### src/rtl/prio_irq_pkg.sv
package prio_irq_pkg;
  localparam int NSRC = 6;
  localparam int LVLW = 2;
  localparam int NLVL = 1 << LVLW;
  localparam int VECW = 3;

  typedef logic [LVLW-1:0] lvl_t;
  typedef logic [VECW-1:0] vec_t;

  typedef enum logic [1:0] {
    SEL_ENABLE = 2'd0,
    SEL_PRIO_L = 2'd1,
    SEL_PRIO_H = 2'd2,
    SEL_UNUSED = 2'd3
  } cfg_sel_e;

  // Level of one source from its two priority bits
  function automatic lvl_t src_level(input logic hi_bit, input logic lo_bit);
    return {hi_bit, lo_bit};
  endfunction

  // Index of the most significant set bit of a level mask (0 when empty)
  function automatic lvl_t msb_index(input logic [NLVL-1:0] m);
    lvl_t r;
    r = '0;
    for (int k = 0; k < NLVL; k++) begin
      if (m[k]) r = lvl_t'(k);
    end
    return r;
  endfunction
endpackage

### src/rtl/prio_irq_cfg.sv
module prio_irq_cfg
  import prio_irq_pkg::*;
#(
  parameter int DW = 8
) (
  input  logic            clk,
  input  logic            rst_n,
  input  logic            we,
  input  logic [1:0]      addr,
  input  logic [DW-1:0]   wdata,
  output logic            glb_en,
  output logic [NSRC-1:0] src_en,
  output logic [NSRC-1:0] prio_lo,
  output logic [NSRC-1:0] prio_hi
);
  localparam int GBIT = DW - 1;

  cfg_sel_e sel;
  assign sel = cfg_sel_e'(addr);

  always_ff @(posedge clk or negedge rst_n) begin
    if (!rst_n) begin
      glb_en  <= 1'b0;
      src_en  <= '0;
      prio_lo <= '0;
      prio_hi <= '0;
    end else if (we) begin
      case (sel)
        SEL_ENABLE: begin
          glb_en <= wdata[GBIT];
          src_en <= wdata[NSRC-1:0];
        end
        SEL_PRIO_L: prio_lo <= wdata[NSRC-1:0];
        SEL_PRIO_H: prio_hi <= wdata[NSRC-1:0];
        default: ;
      endcase
    end
  end
endmodule

### src/rtl/prio_irq_pick.sv
module prio_irq_pick
  import prio_irq_pkg::*;
(
  input  logic [NSRC-1:0] pend,
  input  logic [NSRC-1:0] prio_lo,
  input  logic [NSRC-1:0] prio_hi,
  output logic            any,
  output lvl_t            best_lvl,
  output vec_t            best_vec
);
  logic [NSRC-1:0] at_lvl [NLVL];
  logic [NLVL-1:0] lvl_hit;
  logic [NSRC-1:0] winners;

  for (genvar g = 0; g < NLVL; g++) begin : g_lvl
    for (genvar s = 0; s < NSRC; s++) begin : g_src
      assign at_lvl[g][s] = pend[s] && (src_level(prio_hi[s], prio_lo[s]) == lvl_t'(g));
    end
    assign lvl_hit[g] = |at_lvl[g];
  end

  assign any      = |lvl_hit;
  assign best_lvl = msb_index(lvl_hit);
  assign winners  = at_lvl[best_lvl];

  always_comb begin
    best_vec = '0;
    for (int s = NSRC - 1; s >= 0; s--) begin
      if (winners[s]) best_vec = vec_t'(s);
    end
  end
endmodule

### src/rtl/prio_irq_stack.sv
module prio_irq_stack
  import prio_irq_pkg::*;
(
  input  logic            clk,
  input  logic            rst_n,
  input  logic            push,
  input  lvl_t            push_lvl,
  input  logic            pop,
  output logic [NLVL-1:0] isr,
  output logic            busy,
  output lvl_t            cur_lvl
);
  logic [NLVL-1:0] isr_nxt;

  assign busy    = |isr;
  assign cur_lvl = msb_index(isr);

  always_comb begin
    isr_nxt = isr;
    if (pop)  isr_nxt[cur_lvl]  = 1'b0;
    if (push) isr_nxt[push_lvl] = 1'b1;
  end

  always_ff @(posedge clk or negedge rst_n) begin
    if (!rst_n) isr <= '0;
    else        isr <= isr_nxt;
  end
endmodule

### src/rtl/prio_irq_ctrl.sv
module prio_irq_ctrl
  import prio_irq_pkg::*;
#(
  parameter int DW = 8
) (
  input  logic          clk,
  input  logic          rst_n,
  input  logic          ext0_flag,
  input  logic          tmr0_flag,
  input  logic          ext1_flag,
  input  logic          tmr1_flag,
  input  logic          ser_rx_flag,
  input  logic          ser_tx_flag,
  input  logic          tmr2_ovf_flag,
  input  logic          tmr2_ext_flag,
  input  logic          cfg_we,
  input  logic [1:0]    cfg_addr,
  input  logic [DW-1:0] cfg_wdata,
  input  logic          irq_ack,
  input  logic          irq_ret,
  output logic          irq_req,
  output logic [2:0]    irq_vec,
  output logic [1:0]    irq_lvl,
  output logic          svc_busy,
  output logic [1:0]    svc_lvl
);
  logic            glb_en_w;
  logic [NSRC-1:0] src_en_w, prio_lo_w, prio_hi_w;
  logic [NSRC-1:0] src_flags_w, pend_w;
  logic            any_w, preempt_ok_w, push_w;
  lvl_t            best_lvl_w, cur_lvl_w;
  vec_t            best_vec_w;
  logic [NLVL-1:0] isr_w;
  logic            busy_w;

  assign src_flags_w = {tmr2_ovf_flag | tmr2_ext_flag, ser_rx_flag | ser_tx_flag,
                        tmr1_flag, ext1_flag, tmr0_flag, ext0_flag};
  assign pend_w      = src_flags_w & src_en_w & {NSRC{glb_en_w}};

  prio_irq_cfg #(.DW(DW)) u_cfg (
    .clk(clk), .rst_n(rst_n), .we(cfg_we), .addr(cfg_addr), .wdata(cfg_wdata),
    .glb_en(glb_en_w), .src_en(src_en_w), .prio_lo(prio_lo_w), .prio_hi(prio_hi_w)
  );

  prio_irq_pick u_pick (
    .pend(pend_w), .prio_lo(prio_lo_w), .prio_hi(prio_hi_w),
    .any(any_w), .best_lvl(best_lvl_w), .best_vec(best_vec_w)
  );

  assign preempt_ok_w = !busy_w || (best_lvl_w > cur_lvl_w);
  assign push_w       = irq_ack && irq_req;

  prio_irq_stack u_stack (
    .clk(clk), .rst_n(rst_n), .push(push_w), .push_lvl(best_lvl_w), .pop(irq_ret),
    .isr(isr_w), .busy(busy_w), .cur_lvl(cur_lvl_w)
  );

  assign irq_req  = any_w && preempt_ok_w;
  assign irq_vec  = best_vec_w;
  assign irq_lvl  = best_lvl_w;
  assign svc_busy = busy_w;
  assign svc_lvl  = cur_lvl_w;
endmodule

### config.mk
export PLATFORM = sky130hd
export DESIGN_NAME = prio_irq_ctrl
export DESIGN_NICKNAME = d
export VERILOG_FILES = /design/src/rtl/prio_irq_pkg.sv /design/src/rtl/prio_irq_cfg.sv /design/src/rtl/prio_irq_pick.sv /design/src/rtl/prio_irq_stack.sv /design/src/rtl/prio_irq_ctrl.sv
export SDC_FILE = /design/constraint.sdc
export NUM_CORES = 1
export LEC_CHECK = 0
export BUFFER_PORTS_ARGS = -buffer_cell sky130_fd_sc_hd__buf_2
export CORE_ASPECT_RATIO = 0.6
export CORE_UTILIZATION = 40
export DETAILED_ROUTE_END_ITERATION = 7
export SYNTH_ARGS = -nofsm -noshare
export SYNTH_HDL_FRONTEND = slang
export SYNTH_SLANG_ARGS = --single-unit
### constraint.sdc
create_clock -name clk -period 8 [get_ports clk]
set_clock_uncertainty 0.05 [all_clocks]
set_input_delay 1.6 -clock clk [delete_from_list [all_inputs] [get_ports clk]]
set_output_delay 1.6 -clock clk [all_outputs]
set_load 0.1 [all_outputs]
==> results.cfg, run 1 <==
[timing]
period_share_pct = 74.4
finalHoldViolCount = 0
fin_setup_tns_ns = 0
relSlewSlack_pct = 20.0
worst-slew-pin-transition_ns = 1.20
rsz0062_at_grt = false
fin_crit_ns = 5.95
slew_viol_final = 0
finalSetupViolations = 0
max_freq_ghz = 0.168

[critical_path]
startpoint_type = primary input
reg2reg_slack_ns = 4.75
worstPathArrival_ns = 4.30
r2r_end = u_stack.isr[1]
reg2reg_from = u_cfg.glb_en
crit_type = primary input to primary output
cp-end-kind = primary output
crit_start = ser_tx_flag
crit_fanout = 5
cp.required_ns = 6.35
ff2ff_path_depth = 11

[grt]
grtUsageTotal_pct = 21.2
grt_overflow = 0
grt_pass1_vias = 1272
antenna_found_initial = 0
grt_max_degree = 24
grt_pass1_wl_um = 6530

[power]
p_leak_nw = 0.814
p_seq_share_pct = 26.0
pwr_density_cell_mw_per_mm2 = 387
peakVddDrop_mv = 0.234
p_total_mw = 0.690
pwr-share-clk_pct = 10.6
p_int_mw = 0.283
p_sw_share_pct = 59.1
p_comb_share_pct = 63.4
p_sw_mw = 0.408

[yosys]
synthDistinctLibCells = 57
yosys-top-cells-area = dfrtp_1 37%, mux2_2 14%, nand2_1 2.4%
yosysWarnings = 0
syn_inst = 146
synth.top_cell.area_share_pct = 37.0
yosys.area.top_type = dfrtp_1
synth_edf_count = 0
syn_avg_cell_area_um2 = 10.6
ys.flop_type = dfrtp_1
ys_seq_elements = 23
syn_nets = 171
synth_area_mm2 = 0.00155
yosysSeqAreaShare_pct = 37.0
synthArstFlopShare_pct = 100

[clocking]
clock_latency_ns = 0.26
ctsResizeCount = 0
clk_pin_slew_ns = 0.08
cts_buffer_depth = 2
postCtsHoldBufs = 0
htreeDepth = 1
cts_made_buffers = 3
clock-sinks = 23
post_cts_buffers = 0
cts_tree = built
cts_root_buf = clkbuf_8

[layout]
n_antenna_cell = 0
drive_gt1_share_pct = 36.7
fillers = 352
final_core_util_pct = 48.2
syn_to_final_growth_pct = 14.8
regArea_um2 = 576
multiInputGateArea_um2 = 921
fin_nets = 203

[floorplan]
pin_count = 32
rows = 17
coreArea_mm2 = 0.00370
initial_core_util_pct = 42.0
fp.dieH_um = 50.3
dieArea_mm2 = 0.00415
die_w_um = 82.5

[route]
via_per_inst = 5.94
drt_pre_antenna_iters = 4
drcViolationCount = 0
wl_per_cell_um = 17.2
drtAntennaViolNets = 0
drt_iter0_drc = 98
postRouteWirelength_um = 3850
routed-via-count = 1331

[hold_path]
hold_path_end = u_stack.isr[0]
whs_path_depth = 2
hp-class = flip-flop to flip-flop
holdCritStartpoint = u_stack.isr[0]

[place]
io_buffers = 30
finalWeightedCongestion = 0.803
dp_hpwl_um = 3070

[status]
outcome = completed

[flow_run]
maxCapViolations = 0
## metrics by stage
stage               hold slack [ns]  std cells  worst slack (ns)  area, um^2
CTS                           0.480        224              2.05        1780
detailed placement            0.454        220              2.07        1740
global placement              0.441        220              2.10        1740
floorplan                     0.416        146              1.04        1550
global route                  0.500        224              1.76        1780
finish                        0.474        224              2.05        1780
## how the worst max path moves through the flow
stage               endpoint  slack (ns)  cells after the start
finish               irq_req        2.05                     11
global route         irq_req        1.76                     11
CTS                  irq_req        2.05                     11
detailed placement   irq_req        2.07                     11
global placement     irq_req        2.10                     11
floorplan            irq_req        1.04                      9
## layout make-up
| class | count | area share, % |
|---|---|---|
| Multi-Input combinational cell | 112 | 51.6 |
| Sequential cell | 23 | 32.3 |
| Timing Repair Buffer | 30 | 8.42 |
| Tap cell | 47 | 3.30 |
| Clock buffer | 3 | 2.31 |
| Inverter | 8 | 1.68 |
| Clock inverter | 1 | 0.421 |
## power groups by stage
stage / sequential [mW] / combinational [mW] / clock (mW)
CTS: 0.178 / 0.438 / 0.0757
detailed placement: 0.180 / 0.437 / 0
floorplan: 0.167 / 0.379 / 0
global route: 0.184 / 0.468 / 0.0821
finish: 0.179 / 0.438 / 0.0734
global placement: 0.179 / 0.430 / 0
## sequential cells by signal, summed over array words and instances (netlist names)
name           count
u_cfg.glb_en       1
u_cfg.prio_hi      6
u_cfg.prio_lo      6
u_cfg.src_en       6
u_stack.isr        4
## cell usage in the layout (no fill, tap or decap), types with 2 or more instances in the layout
cell type	instances
mux2i_1	2
mux2_2	19
o2bb2ai_1	2
o31ai_1	4
nand4_1	2
nand2_1	10
nand3b_1	2
and3_1	4
nand3_1	5
a21oi_1	2
nor3b_1	2
o22ai_1	2
dfrtp_1	23
o21ai_0	4
a32oi_1	3
o2111a_1	2
clkbuf_8	3
nor2_1	6
inv_1	8
ha_1	2
buf_2	30
or2b_1	2
o211ai_1	3
## worst max-delay path, stage by stage
cell and delay (ns):
buf_2 0.11, o211a_1 0.30, a222oi_1 0.44, nand3_1 0.26, nor2_1 0.30, inv_1 0.13, ha_1 0.30, nor2b_1 0.12
o21ai_0 0.12, a32oi_1 0.17, buf_2 0.45
## cells by family after synthesis
group,Yosys count,synth area share [%]
adder cells (fa/ha/maj),2,1.61
buffers and inverters,11,3.70
flip-flops,23,37.0
multiplexers,21,15.1
XOR/XNOR,1,0.564
AND/OR/NAND/NOR,48,18.7
AO/OA/AOI/OAI,40,23.4
## metal layers
layer	share of wire, %	vias to the layer above	routed length, um	global-route usage [%]
met5	0	-	0	0
met4	0.18	0	7	2.92
met3	6.6	2	254	4.91
met2	42	43	1620	30.7
met1	51	652	1970	32.4
li1	-	634	-	-
## synthesized netlist by cell type, drive strengths merged, types with 2 or more instances
library cell and number:
buf 3, o22ai 2, a21oi 2, nand2 11
and3 5, o2bb2ai 2, and4 2, o211ai 4
o31ai 4, a32oi 3, nor2 6, nand3b 2
a211oi 2, ha 2, dfrtp 23, nand3 5
inv 8, o32ai 2, o21ai 5, or2b 2
nand4 2, mux2 19, nor3b 2, mux2i 2
o2111a 2
Note: power is estimated with default switching activity, not from simulation.
==> run 2, diff against run 1 <==
--- a/config.mk
+++ b/config.mk
@@ -5,6 +5,7 @@
 export SDC_FILE = /design/constraint.sdc
 export NUM_CORES = 1
 export LEC_CHECK = 0
+export ABC_AREA = 1
 export BUFFER_PORTS_ARGS = -buffer_cell sky130_fd_sc_hd__buf_2
 export CORE_ASPECT_RATIO = 0.6
 export CORE_UTILIZATION = 40
==> constraint.sdc (replaced) <==
create_clock -name clk -period 5.6 [get_ports clk]
set_clock_uncertainty 0.05 [all_clocks]
set_input_delay 1.12 -clock clk [delete_from_list [all_inputs] [get_ports clk]]
set_output_delay 1.12 -clock clk [all_outputs]
set_load 0.1 [all_outputs]
==> run 2 against run 1 <==
  * Critical path depth grew 3
  * Non-clock buffer count unchanged
  * Worst hold slack got worse by 0.020 ns
  * Register-to-register slack lost 1.6 ns
  * Critical endpoint is now irq_vec[2]
==> results.cfg, run 2 <==
[timing]
finalHoldViolCount = 0
hold_ws_ns = 0.454
period_share_pct = 78.1
fin_setup_tns_ns = 0
max_freq_ghz = 0.229
worst-slew-pin-transition_ns = 0.567
fin_crit_ns = 4.37
relSlewSlack_pct = 62.2
slew_viol_final = 0
finalSetupViolations = 0
rsz0062_at_grt = false

[critical_path]
worstPathArrival_ns = 3.20
slowest_stage = buf_2
crit_type = primary input to primary output
startpoint_type = primary input
reg2reg_slack_ns = 3.12
cp-end-kind = primary output
crit_fanout = 13
reg2reg_from = u_cfg.glb_en
cp_cell_sequence = buf_2, nand3_1, nor2_1, nor2_1, nand2_1, nor2_2, nand2_4, or2_1, nand3_1, nand2_1, nor2b_2, nand2_1, nor2_2, buf_2
crit_top_cell = nand2_1
cp.required_ns = 4.43
slowest_delay_ns = 0.42
crit_end = irq_vec[2]
crit_start = ext0_flag
r2r_end = u_stack.isr[0]
ff2ff_path_depth = 14

[grt]
antenna_found_initial = 0
grt_pass1_wl_um = 6460
grtUsageTotal_pct = 19.3
grt_pass1_vias = 1339
grt_overflow = 0
grt_max_degree = 24

[status]
outcome = completed

[yosys]
yosysSeqAreaShare_pct = 35.1
syn_avg_cell_area_um2 = 6.49
yosys.area.top_type = dfrtp_1
synth_common_cells = 70 x nand2_1, 37 x inv_1, 34 x nor2_1
yosysMostFrequentCell = nand2_1
yosys-top-cells-area = dfrtp_1 35%, nand2_1 16%, inv_1 8.5%
synthArstFlopShare_pct = 100
synth.top_cell.area_share_pct = 35.1
synthDistinctLibCells = 28
synth_area_mm2 = 0.00164
syn_nets = 278
synth_edf_count = 0
ys_seq_elements = 23
ys.flop_type = dfrtp_1
syn_inst = 253
yosysWarnings = 0

[clocking]
cts_made_buffers = 3
clock-sinks = 23
cts_root_buf = clkbuf_8
ctsResizeCount = 0
clk_pin_slew_ns = 0.09
cts_buffer_depth = 2
clock_latency_ns = 0.27
cts_tree = built
postCtsHoldBufs = 0
post_cts_buffers = 0
htreeDepth = 1

[floorplan]
fp.dieH_um = 51.6
die_w_um = 84.7
coreArea_mm2 = 0.00379
pin_count = 32
dieArea_mm2 = 0.00437
initial_core_util_pct = 43.4
rows = 17

[route]
drt_pre_antenna_iters = 6
drtAntennaViolNets = 0
via_per_inst = 4.70
wl_per_cell_um = 11.7
drt_iter0_drc = 95
routed-via-count = 1551
drcViolationCount = 0
postRouteWirelength_um = 3850

[layout]
final_common_cell = nand2_1
final_cell_mix = 70 x nand2_1, 37 x inv_1, 34 x nor2_1, 30 x buf_2, 25 x o21ai_0
n_antenna_cell = 0
syn_to_final_growth_pct = 14.1
top_regs = u_cfg.prio_hi: 6 flops, u_cfg.prio_lo: 6 flops, u_cfg.src_en: 6 flops
fin_nets = 309
drive_gt1_share_pct = 17.7
final_cell_area_mm2 = 0.00187
final_core_util_pct = 49.5

[place]
finalWeightedCongestion = 0.837
dp_hpwl_um = 3080
io_buffers = 30
dpl_cell_area_mm2 = 0.00182

[hold_path]
hp-class = flip-flop to flip-flop

[power]
pwr_density_cell_mw_per_mm2 = 507
p_total_mw = 0.950
peakVddDrop_mv = 0.168
p_leak_nw = 1.04

[flow_run]
maxCapViolations = 0
[run 2: critical path: cells and delay by family]
family / cells / cell delay (ns)
buf+inv: 2 / 0.52
simple gates: 12 / 1.54
[run 2: layout make-up]
class / instances / area (um^2)
Fill cell: 406 / 1910
Timing Repair Buffer: 30 / 150
Inverter: 40 / 153
Tap cell: 47 / 58.8
Sequential cell: 23 / 576
Clock inverter: 1 / 7.51
Multi-Input combinational cell: 186 / 887
Clock buffer: 3 / 41.3
[run 2: how the worst min path moves through the flow]
stage                          startpoint              end  slack [ns]  cells after the start
after CTS                 u_cfg.src_en[4]  u_cfg.src_en[4]        0.45                      2
after detailed placement  u_cfg.src_en[4]  u_cfg.src_en[4]        0.43                      2
final                     u_cfg.src_en[4]  u_cfg.src_en[4]        0.45                      2
after floorplan           u_cfg.src_en[4]  u_cfg.src_en[4]        0.40                      2
after global routing      u_cfg.src_en[4]  u_cfg.src_en[4]        0.49                      2
after global placement    u_cfg.src_en[4]  u_cfg.src_en[4]        0.42                      2
[run 2: kinds of logic (layout without fill, tap and decap cells)]
logic type / count (synthesis) / count (layout) / synth area share (%)
AOI/OAI and AO/OA: 37 / 37 / 12.7
adders and majority gates: 2 / 2 / 1.52
buffers and inverters: 44 / 74 / 11.2
DFF: 23 / 23 / 35.1
and+or+nand+nor: 147 / 147 / 39.5
[run 2: metal layers]
layer  global-route usage [%]  vias up  share of wire (%)
li1                         -      859                  -
met2                     24.1       31                 34
met3                     3.81        2                4.0
met1                     32.4      659                 61
met5                        0        -                  0
met4                     3.39        0               0.36
[run 2: where the power goes]
group	total [mW]	switching (mW)	internal [mW]
registers	0.228	0.0317	0.196
logic	0.611	0.484	0.126
clock network	0.111	0.0610	0.0505
total	0.950	0.577	0.373
[run 2: metrics by stage]
step	std cells	setup slack, ns
2_1_floorplan	253	0.260
3_3_place_gp	326	1.24
3_5_place_dp	326	1.22
4_1_cts	330	1.21
5_1_grt	330	1.07
6_report	330	1.23
==> run 3, diff against run 2 <==
==> constraint.sdc (replaced) <==
create_clock -name clk -period 3.9 [get_ports clk]
set_clock_uncertainty 0.05 [all_clocks]
set_input_delay 0.78 -clock clk [delete_from_list [all_inputs] [get_ports clk]]
set_output_delay 0.78 -clock clk [all_outputs]
set_load 0.1 [all_outputs]
==> run 3 against run 2 <==
  * Via count increased by 3.0%
  * Non-clock buffer count unchanged
  * Worst hold slack got worse by 0.029 ns
  * Largest cell class unchanged
  * Critical path depth unchanged
  * Routed wire length is 0.62% higher
  * Highest routed layer unchanged
  * Largest power group unchanged
  * Count of clock-buffer cells in the layout unchanged
  * Final cell count unchanged
==> results.cfg, run 3 (synthesized netlist as in run 2, its figures left out) <==
[status]
outcome = completed

[place]
dpl_cell_area_mm2 = 0.00191
finalWeightedCongestion = 0.832
io_buffers = 30
dp_hpwl_um = 3120
dp_cells = 326

[clocking]
cts_tree = built
ctsResizeCount = 0
cts_buffer_depth = 2
cts_made_buffers = 3
cts_root_buf = clkbuf_8
clock-sinks = 23
clock_latency_ns = 0.28
postCtsHoldBufs = 0
htreeDepth = 1
clk_pin_slew_ns = 0.09
post_cts_buffers = 0

[critical_path]
crit_start = ext0_flag
cp_cell_sequence = buf_2, nand3_1, nor2_1, nor2_1, nand2_1, nor2_2, nand2_4, or2_1, nand3_1, nand2_1, nor2b_2, nand2_1, nor2_2, buf_12
cp.required_ns = 3.07
worstPathArrival_ns = 2.73
crit_top_cell = nand2_1
ff2ff_path_depth = 13
cp_top_family = simple AND/OR/NAND/NOR gates
startpoint_type = primary input
r2r_end = u_stack.isr[0]
crit_fanout = 13
cp.buffers_inverters = 2
crit_type = primary input to primary output
reg2reg_slack_ns = 1.32
slowest_delay_ns = 0.28
cp-end-kind = primary output
reg2reg_from = u_cfg.glb_en
slowest_stage = nor2_2
crit_cells = 14

[route]
drtAntennaViolNets = 0
via_per_inst = 4.84
drt_iter0_drc = 108
drcViolationCount = 0
wl_per_cell_um = 11.7
postRouteWirelength_um = 3870
drt_pre_antenna_iters = 6
routed-via-count = 1598

[layout]
final_cell_area_mm2 = 0.00196
final_cell_mix = 70 x nand2_1, 37 x inv_1, 34 x nor2_1, 26 x buf_2, 24 x o21ai_0
final_common_cell = nand2_1
syn_to_final_growth_pct = 19.4
top_regs = u_cfg.prio_hi: 6 flops, u_cfg.prio_lo: 6 flops, u_cfg.src_en: 6 flops
fin_nets = 309
n_antenna_cell = 0
stdcell_count = 330
fillers = 393
drive_gt1_share_pct = 18.0

[grt]
grt_pass1_wl_um = 6980
grt_overflow = 0
grtUsageTotal_pct = 20.7
antenna_found_initial = 0
grt_pass1_vias = 1484
grt_max_degree = 24

[timing]
fin_setup_tns_ns = 0
fin_crit_ns = 3.56
rsz0062_at_grt = false
period_share_pct = 91.2
max_freq_ghz = 0.281
finalSetupViolations = 0
worst-slew-pin-transition_ns = 0.542
slew_viol_final = 0
finalHoldViolCount = 0
relSlewSlack_pct = 63.8

[floorplan]
coreArea_mm2 = 0.00379
dieArea_mm2 = 0.00437
initial_core_util_pct = 43.4
die_w_um = 84.7
fp.dieH_um = 51.6
pin_count = 32
rows = 17

[power]
peakVddDrop_mv = 0.301
pwr_density_cell_mw_per_mm2 = 780
p_leak_nw = 1.07

[flow_run]
maxCapViolations = 0

[hold_path]
hp-class = primary input to asynchronous set/reset pin
[run 3: cell type report]
type	count	area (um^2)	share of cell area (%)
clock inverter	1	5.00	0.255
clock buffer	3	41.3	2.11
tap	47	58.8	3.00
inverter	40	153	7.79
timing repair buffer	30	210	10.7
sequential	23	576	29.4
multi-input combinational	186	916	46.7
[run 3: through the flow]
step	utilization, %	worst slack, ns	hold slack [ns]	power (mW)
global placement	50.5	0.335	0.418	1.37
finish	51.8	0.345	0.425	1.53
global route	51.8	0.178	0.466	1.62
detailed placement	50.5	0.321	0.425	1.38
CTS	51.8	0.339	0.445	1.53
floorplan	-	0.0557	0.403	1.13
[run 3: where the power goes]
part | internal [mW] | total (mW) | switching, mW
sequential | 0.282 | 0.328 | 0.0462
clock | 0.0717 | 0.159 | 0.0869
combinational | 0.304 | 1.04 | 0.738
total | 0.658 | 1.53 | 0.871
[run 3: worst max path at each step]
stage | end | slack (ns)
floorplan | irq_req | 0.06
global placement | irq_req | 0.34
detailed placement | irq_req | 0.32
CTS | irq_req | 0.34
global route | irq_vec[2] | 0.18
finish | irq_vec[2] | 0.34
[run 3: worst register-to-register path, delay by kind of cell, from the launching register on]
family | cells | cell delay [ns]
AND/OR/NAND/NOR | 8 | 1.05
flip-flops | 1 | 0.49
AO/OA/AOI/OAI | 3 | 0.49
adder cells (fa/ha/maj) | 1 | 0.33
buffers and inverters | 1 | 0.06
[run 3: layer usage]
layer / vias up / GRT usage [%] / routed length, um / part of all wire, %
li1: 857 / - / - / -
met1: 709 / 31.9 / 2250 / 58
met2: 27 / 29.0 / 1390 / 36
met3: 5 / 4.29 / 188 / 4.9
met4: 0 / 5.08 / 43 / 1.1
met5: - / 0 / 0 / 0
